**src/rtl/ft3d_pkg.sv**
```systemverilog
package ft3d_pkg;
  localparam int NPORT = 7;
  typedef enum logic [2:0] {
    P_LOCAL = 3'd0,
    P_NORTH = 3'd1,
    P_SOUTH = 3'd2,
    P_EAST  = 3'd3,
    P_WEST  = 3'd4,
    P_UP    = 3'd5,
    P_DOWN  = 3'd6
  } port_e;
  // index of the in-layer target feeding the final choice
  localparam int TGT_DEST = 0;
  localparam int TGT_UP   = 1;
  localparam int TGT_DOWN = 2;
  localparam int NTGT     = 3;
endpackage

```
**src/rtl/ft3d_rally_regs.sv**
```systemverilog
module ft3d_rally_regs #(
  parameter int XW = 2,
  parameter int YW = 2
) (
  input  logic          clk,
  input  logic          rst_n,
  input  logic [XW-1:0] own_x,
  input  logic [YW-1:0] own_y,
  input  logic          wr_en,
  input  logic          wr_sel,
  input  logic [XW-1:0] wr_x,
  input  logic [YW-1:0] wr_y,
  input  logic          lock_set,
  output logic [XW-1:0] up_x,
  output logic [YW-1:0] up_y,
  output logic [XW-1:0] dn_x,
  output logic [YW-1:0] dn_y,
  output logic          locked
);
  logic wr_ok;
  assign wr_ok = wr_en && !locked;

  always_ff @(posedge clk) begin
    if (!rst_n) begin
      up_x   <= own_x;
      up_y   <= own_y;
      dn_x   <= own_x;
      dn_y   <= own_y;
      locked <= 1'b0;
    end else begin
      if (lock_set) locked <= 1'b1;
      if (wr_ok && !wr_sel) begin
        up_x <= wr_x;
        up_y <= wr_y;
      end
      if (wr_ok && wr_sel) begin
        dn_x <= wr_x;
        dn_y <= wr_y;
      end
    end
  end
endmodule

```
**src/rtl/ft3d_plane_steer.sv**
```systemverilog
module ft3d_plane_steer
  import ft3d_pkg::*;
#(
  parameter int    XW     = 2,
  parameter int    YW     = 2,
  parameter port_e ARRIVE = P_LOCAL
) (
  input  logic [XW-1:0] at_x,
  input  logic [YW-1:0] at_y,
  input  logic [XW-1:0] goal_x,
  input  logic [YW-1:0] goal_y,
  output port_e         dir
);
  always_comb begin
    if (at_y > goal_y)      dir = P_EAST;
    else if (at_y < goal_y) dir = P_WEST;
    else if (at_x > goal_x) dir = P_NORTH;
    else if (at_x < goal_x) dir = P_SOUTH;
    else                    dir = ARRIVE;
  end
endmodule

```
**src/rtl/ft3d_route_unit.sv**
```systemverilog
module ft3d_route_unit
  import ft3d_pkg::*;
#(
  parameter int XW = 2,
  parameter int YW = 2,
  parameter int ZW = 2
) (
  input  logic          clk,
  input  logic          rst_n,
  input  logic [XW-1:0] here_x,
  input  logic [YW-1:0] here_y,
  input  logic [ZW-1:0] here_z,
  input  logic          hdr_valid,
  output logic          hdr_ready,
  input  logic [XW-1:0] dst_x,
  input  logic [YW-1:0] dst_y,
  input  logic [ZW-1:0] dst_z,
  output logic          rt_valid,
  input  logic          rt_ready,
  output logic [6:0]    rt_port,
  input  logic          cfg_we,
  input  logic          cfg_sel,
  input  logic [XW-1:0] cfg_x,
  input  logic [YW-1:0] cfg_y,
  input  logic          cfg_lock
);
  logic [XW-1:0] up_x_q, dn_x_q;
  logic [YW-1:0] up_y_q, dn_y_q;
  logic          lock_q;

  ft3d_rally_regs #(.XW(XW), .YW(YW)) u_regs (
    .clk(clk), .rst_n(rst_n), .own_x(here_x), .own_y(here_y),
    .wr_en(cfg_we), .wr_sel(cfg_sel), .wr_x(cfg_x), .wr_y(cfg_y),
    .lock_set(cfg_lock),
    .up_x(up_x_q), .up_y(up_y_q), .dn_x(dn_x_q), .dn_y(dn_y_q),
    .locked(lock_q)
  );

  logic [XW-1:0] goal_x [NTGT];
  logic [YW-1:0] goal_y [NTGT];
  port_e         cand   [NTGT];

  assign goal_x[TGT_DEST] = dst_x;
  assign goal_y[TGT_DEST] = dst_y;
  assign goal_x[TGT_UP]   = up_x_q;
  assign goal_y[TGT_UP]   = up_y_q;
  assign goal_x[TGT_DOWN] = dn_x_q;
  assign goal_y[TGT_DOWN] = dn_y_q;

  for (genvar g = 0; g < NTGT; g++) begin : g_steer
    localparam port_e ARR = (g == TGT_UP)   ? P_UP   :
                            (g == TGT_DOWN) ? P_DOWN : P_LOCAL;
    ft3d_plane_steer #(.XW(XW), .YW(YW), .ARRIVE(ARR)) u_steer (
      .at_x(here_x), .at_y(here_y),
      .goal_x(goal_x[g]), .goal_y(goal_y[g]),
      .dir(cand[g])
    );
  end

  port_e pick;
  always_comb begin
    if (here_z == dst_z)     pick = cand[TGT_DEST];
    else if (here_z > dst_z) pick = cand[TGT_DOWN];
    else                     pick = cand[TGT_UP];
  end

  for (genvar p = 0; p < NPORT; p++) begin : g_onehot
    assign rt_port[p] = hdr_valid && (pick == port_e'(p));
  end

  assign rt_valid  = hdr_valid;
  assign hdr_ready = rt_ready;
endmodule

```
**config.mk**
```make
export PLATFORM = sky130hd
export DESIGN_NAME = ft3d_route_unit
export DESIGN_NICKNAME = d
export VERILOG_FILES = /design/src/rtl/ft3d_pkg.sv /design/src/rtl/ft3d_rally_regs.sv /design/src/rtl/ft3d_plane_steer.sv /design/src/rtl/ft3d_route_unit.sv
export SDC_FILE = /design/constraint.sdc
export NUM_CORES = 1
export LEC_CHECK = 0
export BUFFER_PORTS_ARGS = -buffer_cell sky130_fd_sc_hd__buf_2
export CORE_MARGIN = 10
export CORE_UTILIZATION = 45
export DETAILED_ROUTE_END_ITERATION = 12
export PLACE_DENSITY_LB_ADDON = 0.1
export SYNTH_ARGS = -nofsm -noshare
export SYNTH_HDL_FRONTEND = slang
export SYNTH_SLANG_ARGS = --single-unit
```
**constraint.sdc**
```tcl
create_clock -name clk -period 2.2 [get_ports clk]
set_input_delay 0.22 -clock clk [delete_from_list [all_inputs] [get_ports clk]]
set_output_delay 0.22 -clock clk [all_outputs]
set_load 0.02 [all_outputs]
```
==> results of run 1 <==
cell families after synthesis:
group / Yosys count / share of synthesized area, %
AO/OA/AOI/OAI: 23 / 18.5
adder cells (fa/ha/maj): 14 / 19.2
buffers and inverters: 16 / 7.42
flip-flops: 9 / 28.6
multiplexers: 2 / 2.47
AND/OR/NAND/NOR: 36 / 23.8
power by group through the flow:
| stage | clock network, mW | logic [mW] | registers (mW) |
|---|---|---|---|
| finish | 0.122 | 0.314 | 0.207 |
| global route | 0.132 | 0.347 | 0.208 |
| CTS | 0.124 | 0.263 | 0.208 |
| detailed placement | 0 | 0.236 | 0.211 |
| global placement | 0 | 0.231 | 0.210 |
| floorplan | 0 | 0.175 | 0.209 |
final timing paths:
path / from / endpoint / cells after the start
min reg2reg: u_regs.locked$_SDFFE_PN0P_ / u_regs.locked$_SDFFE_PN0P_ / 1
max reg2reg: u_regs.locked$_SDFFE_PN0P_ / u_regs.dn_x[1]$_DFFE_PP_ / 2
min: cfg_lock / u_regs.locked$_SDFFE_PN0P_ / 2
max: u_regs.dn_y[1]$_DFFE_PP_ / rt_port[3] / 9
layout make-up:
class / count / share of cell area (%)
well taps: 27 / 2.72
flip-flops and latches: 9 / 21.0
repair buffers: 34 / 16.5
clock buffers: 4 / 2.12
multi-input cells: 75 / 53.7
inverters: 13 / 3.93
critical path: stages (launching register included):
cell and delay [ns]:
edfxtp_1 0.34, inv_2 0.04, ha_4 0.27, nor2b_4 0.16
o22ai_4 0.10, a311oi_2 0.27, nor3_2 0.11, buf_4 0.15
nor3b_2 0.17, buf_4 0.17
placed cells by master (no fill, tap or decap), drive strengths merged:
master,Yosys,layout
edfxtp,8,8
o21a,2,2
o21bai,1,1
nand2b,2,2
mux2,2,2
nor2,2,2
a311oi,1,1
dfxtp,1,1
and3b,1,1
buf,2,34
nor3b,2,2
nor3,6,6
and2,3,3
o21ai,9,9
nand3b,1,1
o31a,1,1
a211o,2,2
a21oi,3,3
o22ai,2,2
nand2,10,10
clkbuf,1,4
o311ai,1,1
ha,14,14
a31oi,1,1
nor2b,9,9
inv,13,13
routing by layer:
layer  share of wire, %  vias up  wire [um]
met5                  0        -          0
met4               0.77        0         16
met3                6.9        2        144
met2                 52       23       1080
met1                 40      360        846
li1                   -      424          -
sequential cells by signal, indices dropped and copies added (netlist names):
signal         flops
u_regs.up_x        2
u_regs.dn_y        2
u_regs.up_y        2
u_regs.locked      1
u_regs.dn_x        2
what timing repair did:
action | in CTS | in global routing
setup endpoints to repair | 4 | 7
pin swaps | 8 | 2
gates resized for setup | 12 | 12
buffers inserted | 1 | 4
cloned | 0 | 0
==> impl_results.rst, run 1 <==
.. list-table::
   :header-rows: 1

   * - Metric
     - Value
   * - Result of the run
     - finished, violations left
   * - Failing checks
     - setup timing
   * - Storage cell area
     - 260 um2
   * - ANT nets after route
     - 0
   * - Number of sinks handled by clock tree synthesis
     - 9
   * - Layout-stage area growth over the synthesis result
     - 36.3%
   * - Maximum operating frequency
     - 443 MHz
   * - Clock transition at the registers of the reported paths
     - 0.06 ns
   * - Static leakage
     - 0.583 nW
   * - Final Power
     - 0.644 mW
   * - First-pass GRT wire length
     - 3.29 mm
   * - CTS tree
     - yes
   * - Final Net Count
     - 173
   * - Overall via count from detail_route
     - 809
   * - Number of buffers added on ports
     - 29
   * - Number of DRC markers in iteration 0
     - 8
   * - Per-cell routed wire length
     - 12.9 um
   * - Share of flip-flops with an asynchronous set or reset after synthesis
     - 0%
   * - Top cell types by occurrence after synthesis
     - ha_1 (14), inv_1 (13), nand2_1 (10)
   * - Worst path setup slack after routing
     - -0.0551 ns
   * - Std-Cell Core Area
     - 1940 um2
   * - Weighted congestion reported at the end of routability-driven placement
     - 0.712
   * - Proportion of layout cells with a drive suffix above 1
     - 43.7%
   * - Placed insts
     - 153
   * - Die Ht
     - 65.0 um
   * - Final-report hold violation count
     - 0
   * - Pre-CTS setup slack
     - 0.128 ns
   * - Largest net degree at the start of global routing
     - 10
   * - Largest cells by area after synthesis
     - edfxtp_1 (26%), ha_1 (19%), nor2b_1 (5.5%)
   * - I/O pins
     - 32
   * - Type of element launching the critical path
     - flop
   * - Comb pwr share
     - 48.8%
   * - Clk root buf
     - clkbuf_4
   * - Mean instance size in the synthesized netlist
     - 9.11 um2
   * - Max Slew Vio Count
     - 0
   * - Met2 Use GR
     - 18.5%
   * - Number of standard cells in the layout, taps in and fillers out
     - 162
   * - Int Power
     - 0.427 mW
   * - Post-Place Cell Area
     - 1070 um2
   * - Number of buffers on the longest clock path
     - 2
   * - Max-capacitance violation count
     - 0
   * - Half-perimeter wire length after detailed placement
     - 1.73 mm
   * - Reg2Reg Setup Slack
     - 0.89 ns
   * - Vias in the first global route
     - 825
   * - Yosys warning total
     - 0
   * - Post-Route Hold Slack
     - 0.159 ns
   * - Chip width
     - 65.0 um
   * - CP Max Fanout
     - 4
   * - Sequential area share after synthesis
     - 28.6%
   * - Top cell type by total area after synthesis
     - edfxtp_1
   * - Setup repair after global routing missed its margin
     - yes
   * - Number of nets in the synthesized netlist
     - 137
   * - Minimum clock period
     - 2.26 ns
   * - Grt total ovfl
     - 0
   * - Clock skew
     - 0.00193 ns
   * - Sequential share of power
     - 32.2%
   * - Number of H-tree branching levels
     - 1
   * - Cell count after synthesis
     - 100
   * - GRT Total Usage
     - 9.33%
   * - Post-route cell area
     - 1240 um2
   * - Switching portion of total power
     - 33.7%
   * - Number of enable flip-flop cells after synthesis
     - 8
   * - Multi-input gate area
     - 667 um2
   * - Endpoint type of the worst setup path
     - output pin
   * - Global routing usage on met1
     - 8.89%
   * - Critical path data required time
     - 1.98 ns
   * - Peak VDD IR
     - 0.330 mV
   * - CP Data Arrival Time
     - 2.04 ns
   * - Total power density per cell area
     - 519 nW/um2
   * - Post-route clock period utilization
     - 103%
   * - Most crowded layer after global routing
     - met2
   * - Global-route track usage on met3
     - 2.06%
   * - Final setup vio count
     - 2
   * - Routed Wire Length
     - 2.09 mm
   * - Portion of synthesized cell area occupied by the leading cell type
     - 26.4%
   * - Most common flop cell mapped by yosys
     - edfxtp_1
   * - Cell area after synthesis
     - 911 um2
   * - Hold buffers post-CTS
     - 0
   * - Setup tns final
     - -0.105 ns
   * - Total clock buffers created by CTS
     - 3
   * - Proportion of power drawn by the clock network
     - 19.0%
   * - Number of distinct library cell variants in the gate-level netlist after synthesis
     - 30
   * - Hold/Removal Path Class
     - in2reg
   * - Final antenna diode count
     - 0
   * - Library cell with the highest instance count after synthesis
     - ha_1
   * - Die Outline Area
     - 4220 um2
   * - Utilization of the core after routing
     - 63.9%
   * - Via/cell ratio
     - 4.99
   * - Remaining DRCs
     - 0
   * - Number of storage elements in the synthesis netlist
     - 9
   * - Insertion delay of the later-clocked pin in the worst-skew pair
     - 0.25 ns
   * - Number of filler instances in the final layout
     - 178
   * - Initial antenna violation count
     - 0
   * - Effective utilization at floorplan
     - 46.9%
   * - Net switching power figure
     - 0.217 mW
   * - Num rows
     - 16
   * - Critical path start-end classification
     - reg2out
   * - Worst slew margin relative to its limit
     - 58.5%
   * - Pin slew with the least headroom to its limit
     - 0.617 ns
   * - Number of iterations in the first detailed-routing pass
     - 2
Note: power is estimated with default switching activity, not from simulation.
==> inputs of run 2 (changes only) <==
--- a/config.mk
+++ b/config.mk
@@ -5,9 +5,10 @@
 export SDC_FILE = /design/constraint.sdc
 export NUM_CORES = 1
 export LEC_CHECK = 0
+export ABC_AREA = 1
 export BUFFER_PORTS_ARGS = -buffer_cell sky130_fd_sc_hd__buf_2
 export CORE_MARGIN = 10
-export CORE_UTILIZATION = 45
+export CORE_UTILIZATION = 40
 export DETAILED_ROUTE_END_ITERATION = 12
 export PLACE_DENSITY_LB_ADDON = 0.1
 export SYNTH_ARGS = -nofsm -noshare
==> impl_results.rst, run 2 <==
.. list-table::
   :header-rows: 1

   * - Metric
     - Value
   * - Portion of synthesized cell area occupied by the leading cell type
     - 24.8%
   * - Area fraction in compound gates after synthesis
     - 6.45%
   * - Share of flip-flops with an asynchronous set or reset after synthesis
     - 0%
   * - Per-cell routed wire length
     - 11.5 um
   * - Max Slew Vio Count
     - 0
   * - Via/cell ratio
     - 4.77
   * - Sequential area share after synthesis
     - 26.8%
   * - Routed Wire Length
     - 2.33 mm
   * - Number of buffers added on ports
     - 29
   * - Int Power
     - 0.385 mW
   * - Die Ht
     - 69.2 um
   * - Grt total ovfl
     - 0
   * - Cells along the critical path
     - inv_1 > ha_1 > inv_1 > o21bai_4 > nand2_1 > nand3_1 > nand2_1 > nand2_1 > nand3_2 > nor2_1 > buf_2
   * - Overall via count from detail_route
     - 963
   * - Final setup vio count
     - 0
   * - Number of iterations in the first detailed-routing pass
     - 4
   * - Weighted congestion reported at the end of routability-driven placement
     - 0.825
   * - Reg2Reg Setup Slack
     - 0.91 ns
   * - Num rows
     - 17
   * - Std-Cell Core Area
     - 2250 um2
   * - Hold buffers post-CTS
     - 0
   * - Largest cells by area after synthesis
     - edfxtp_1 (25%), nand2_1 (18%), ha_1 (18%)
   * - Net switching power figure
     - 0.245 mW
   * - Number of storage elements in the synthesis netlist
     - 9
   * - Final Net Count
     - 212
   * - I/O pins
     - 32
   * - Combined buffer and inverter count along the critical path
     - 3
   * - Clock transition at the registers of the reported paths
     - 0.05 ns
   * - Library cell with the highest instance count after synthesis
     - nand2_1
   * - Mean instance size in the synthesized netlist
     - 6.73 um2
   * - Critical path start-end classification
     - reg2out
   * - Final Power
     - 0.630 mW
   * - Number of sinks handled by clock tree synthesis
     - 9
   * - Most common cell after layout, fill and taps aside
     - nand2_1
   * - Chip width
     - 69.2 um
   * - Number of enable flip-flop cells after synthesis
     - 8
   * - Post-Route Hold Slack
     - 0.176 ns
   * - Minimum clock period
     - 2.03 ns
   * - Half-perimeter wire length after detailed placement
     - 2.02 mm
   * - Die Outline Area
     - 4790 um2
   * - Critical path's top delay family
     - simple AND/OR/NAND/NOR gates
   * - Sequential share of power
     - 32.9%
   * - Clock skew
     - 0.00640 ns
   * - Synth Area in Adders
     - 18.1%
   * - Most common flop cell mapped by yosys
     - edfxtp_1
   * - Worst slew margin relative to its limit
     - 56.8%
   * - Vias in the first global route
     - 964
   * - Endpoint type of the worst setup path
     - output pin
   * - Remaining DRCs
     - 0
   * - Clk root buf
     - clkbuf_4
   * - CP most frequent cell
     - nand2_1
   * - GRT Total Usage
     - 9.37%
   * - Setup repair after global routing missed its margin
     - yes
   * - Post-route clock period utilization
     - 92.5%
   * - Comb pwr share
     - 47.6%
   * - Static leakage
     - 0.706 nW
   * - Top cell type by total area after synthesis
     - edfxtp_1
   * - Area share of xor/xnor cells in the synthesized design
     - 0%
   * - Total power density per cell area
     - 527 nW/um2
   * - Number of nets in the synthesized netlist
     - 181
   * - Yosys warning total
     - 0
   * - Cell count after synthesis
     - 144
   * - CTS tree
     - yes
   * - Switching portion of total power
     - 38.9%
   * - CP Max Fanout
     - 4
   * - Total clock buffers created by CTS
     - 3
   * - Maximum operating frequency
     - 492 MHz
   * - Effective utilization at floorplan
     - 43.0%
   * - Result of the run
     - finished clean
   * - Cell area after synthesis
     - 970 um2
   * - Number of H-tree branching levels
     - 1
   * - Number of DRC markers in iteration 0
     - 38
   * - Max stage delay on crit path
     - 0.32 ns
   * - Number of distinct library cell variants in the gate-level netlist after synthesis
     - 17
   * - Max-capacitance violation count
     - 0
   * - Multiplexer area fraction after synthesis
     - 0%
   * - Largest family of logic cells by synthesized area
     - simple AND/OR/NAND/NOR gates
   * - Insertion delay of the later-clocked pin in the worst-skew pair
     - 0.26 ns
   * - Initial antenna violation count
     - 0
   * - Type of element launching the critical path
     - flop
   * - Layout-stage area growth over the synthesis result
     - 23.2%
   * - Proportion of layout cells with a drive suffix above 1
     - 27.0%
   * - First-pass GRT wire length
     - 3.97 mm
   * - Pin slew with the least headroom to its limit
     - 0.641 ns
   * - Commonest cells after routing, fill and taps aside
     - nand2_1 (45), inv_1 (29), buf_2 (25), ha_1 (14), nand3_1 (12)
   * - Critical path data required time
     - 1.98 ns
   * - Slowest CP cell
     - edfxtp_1
   * - Peak VDD IR
     - 0.401 mV
   * - Top cell types by occurrence after synthesis
     - nand2_1 (47), inv_1 (29), nand3_1 (15)
   * - CP Data Arrival Time
     - 1.81 ns
   * - Simple-gate share of the synthesized area
     - 34.8%
   * - Number of buffers on the longest clock path
     - 2
   * - Largest net degree at the start of global routing
     - 10
   * - Final antenna diode count
     - 0
   * - Hold/Removal Path Class
     - in2reg
   * - Final-report hold violation count
     - 0
   * - ANT nets after route
     - 0
   * - Proportion of power drawn by the clock network
     - 19.5%
run 2: cell types whose count changed after synthesis, moves of 3 or more:
cell / previous run / this run
nand2_2: 0 / 5
nor2_1: 2 / 10
nand2_1: 10 / 47
nor3_1: 4 / 0
and2_1: 3 / 0
nor2b_1: 8 / 0
o21ai_0: 8 / 4
inv_1: 13 / 29
nand3_1: 0 / 15
run 2: path summary, 6_finish.rpt:
path | start | cells after the start | endpoint
hold reg to reg | u_regs.locked$_SDFFE_PN0P_ | 2 | u_regs.locked$_SDFFE_PN0P_
setup reg to reg | u_regs.locked$_SDFFE_PN0P_ | 3 | u_regs.up_y[1]$_DFFE_PP_
setup / recovery | u_regs.up_y[1]$_DFFE_PP_ | 11 | rt_port[0]
hold / removal | cfg_lock | 3 | u_regs.locked$_SDFFE_PN0P_
run 2: cell type report:
class	count	area [um2]
well taps	28	35.0
flip-flops and latches	9	260
multi-input cells	102	603
inverters	30	115
clock buffers	4	26.3
repair buffers	29	155
fillers	237	1060
run 2: cell families (layout without fill, tap and decap cells):
| kind of cell | count (synthesis) | after routing |
|---|---|---|
| AND/OR/NAND/NOR | 79 | 79 |
| adder cells (fa/ha/maj) | 14 | 14 |
| AO/OA/AOI/OAI | 9 | 9 |
| flip-flops | 9 | 9 |
| buffers and inverters | 33 | 63 |
run 2: per-stage QoR:
stage          std cells  utilization [%]  TNS, ns  instance area (um2)  worst slack (ns)
4_1_cts              202             51.3        0                 1160             0.133
6_report             202             53.0        0                 1190             0.166
5_1_grt              202             53.0  -0.0197                 1190           -0.0136
3_5_place_dp         198             50.2        0                 1130             0.359
3_3_place_gp         198             50.2        0                 1130             0.381
2_1_floorplan        144                -        0                  970             0.485
run 2: power by group through the flow:
| stage | Clock (mW) | Sequential [mW] | Combinational, mW |
|---|---|---|---|
| 2_1_floorplan | 0 | 0.210 | 0.212 |
| 3_3_place_gp | 0 | 0.211 | 0.276 |
| 3_5_place_dp | 0 | 0.211 | 0.283 |
| 4_1_cts | 0.126 | 0.207 | 0.285 |
| 5_1_grt | 0.139 | 0.208 | 0.348 |
| 6_report | 0.123 | 0.207 | 0.300 |
run 2: metal layers:
layer	part of all wire, %	track usage (%)	up-vias
li1	-	-	509
met1	45	10.5	431
met2	50	17.1	23
met3	5.0	3.14	0
met4	0	0.665	0
met5	0	0	-
run 2: repair_timing:
action | in CTS | in global routing
endpoints found under the setup margin | 0 | 7
buffers inserted | 0 | 0
gates resized for setup | 0 | 10
run 2: tightest hold or removal path: cells and delay by family:
family	cells	cell delay [ns]
simple gates	2	0.10
buf+inv	1	0.07
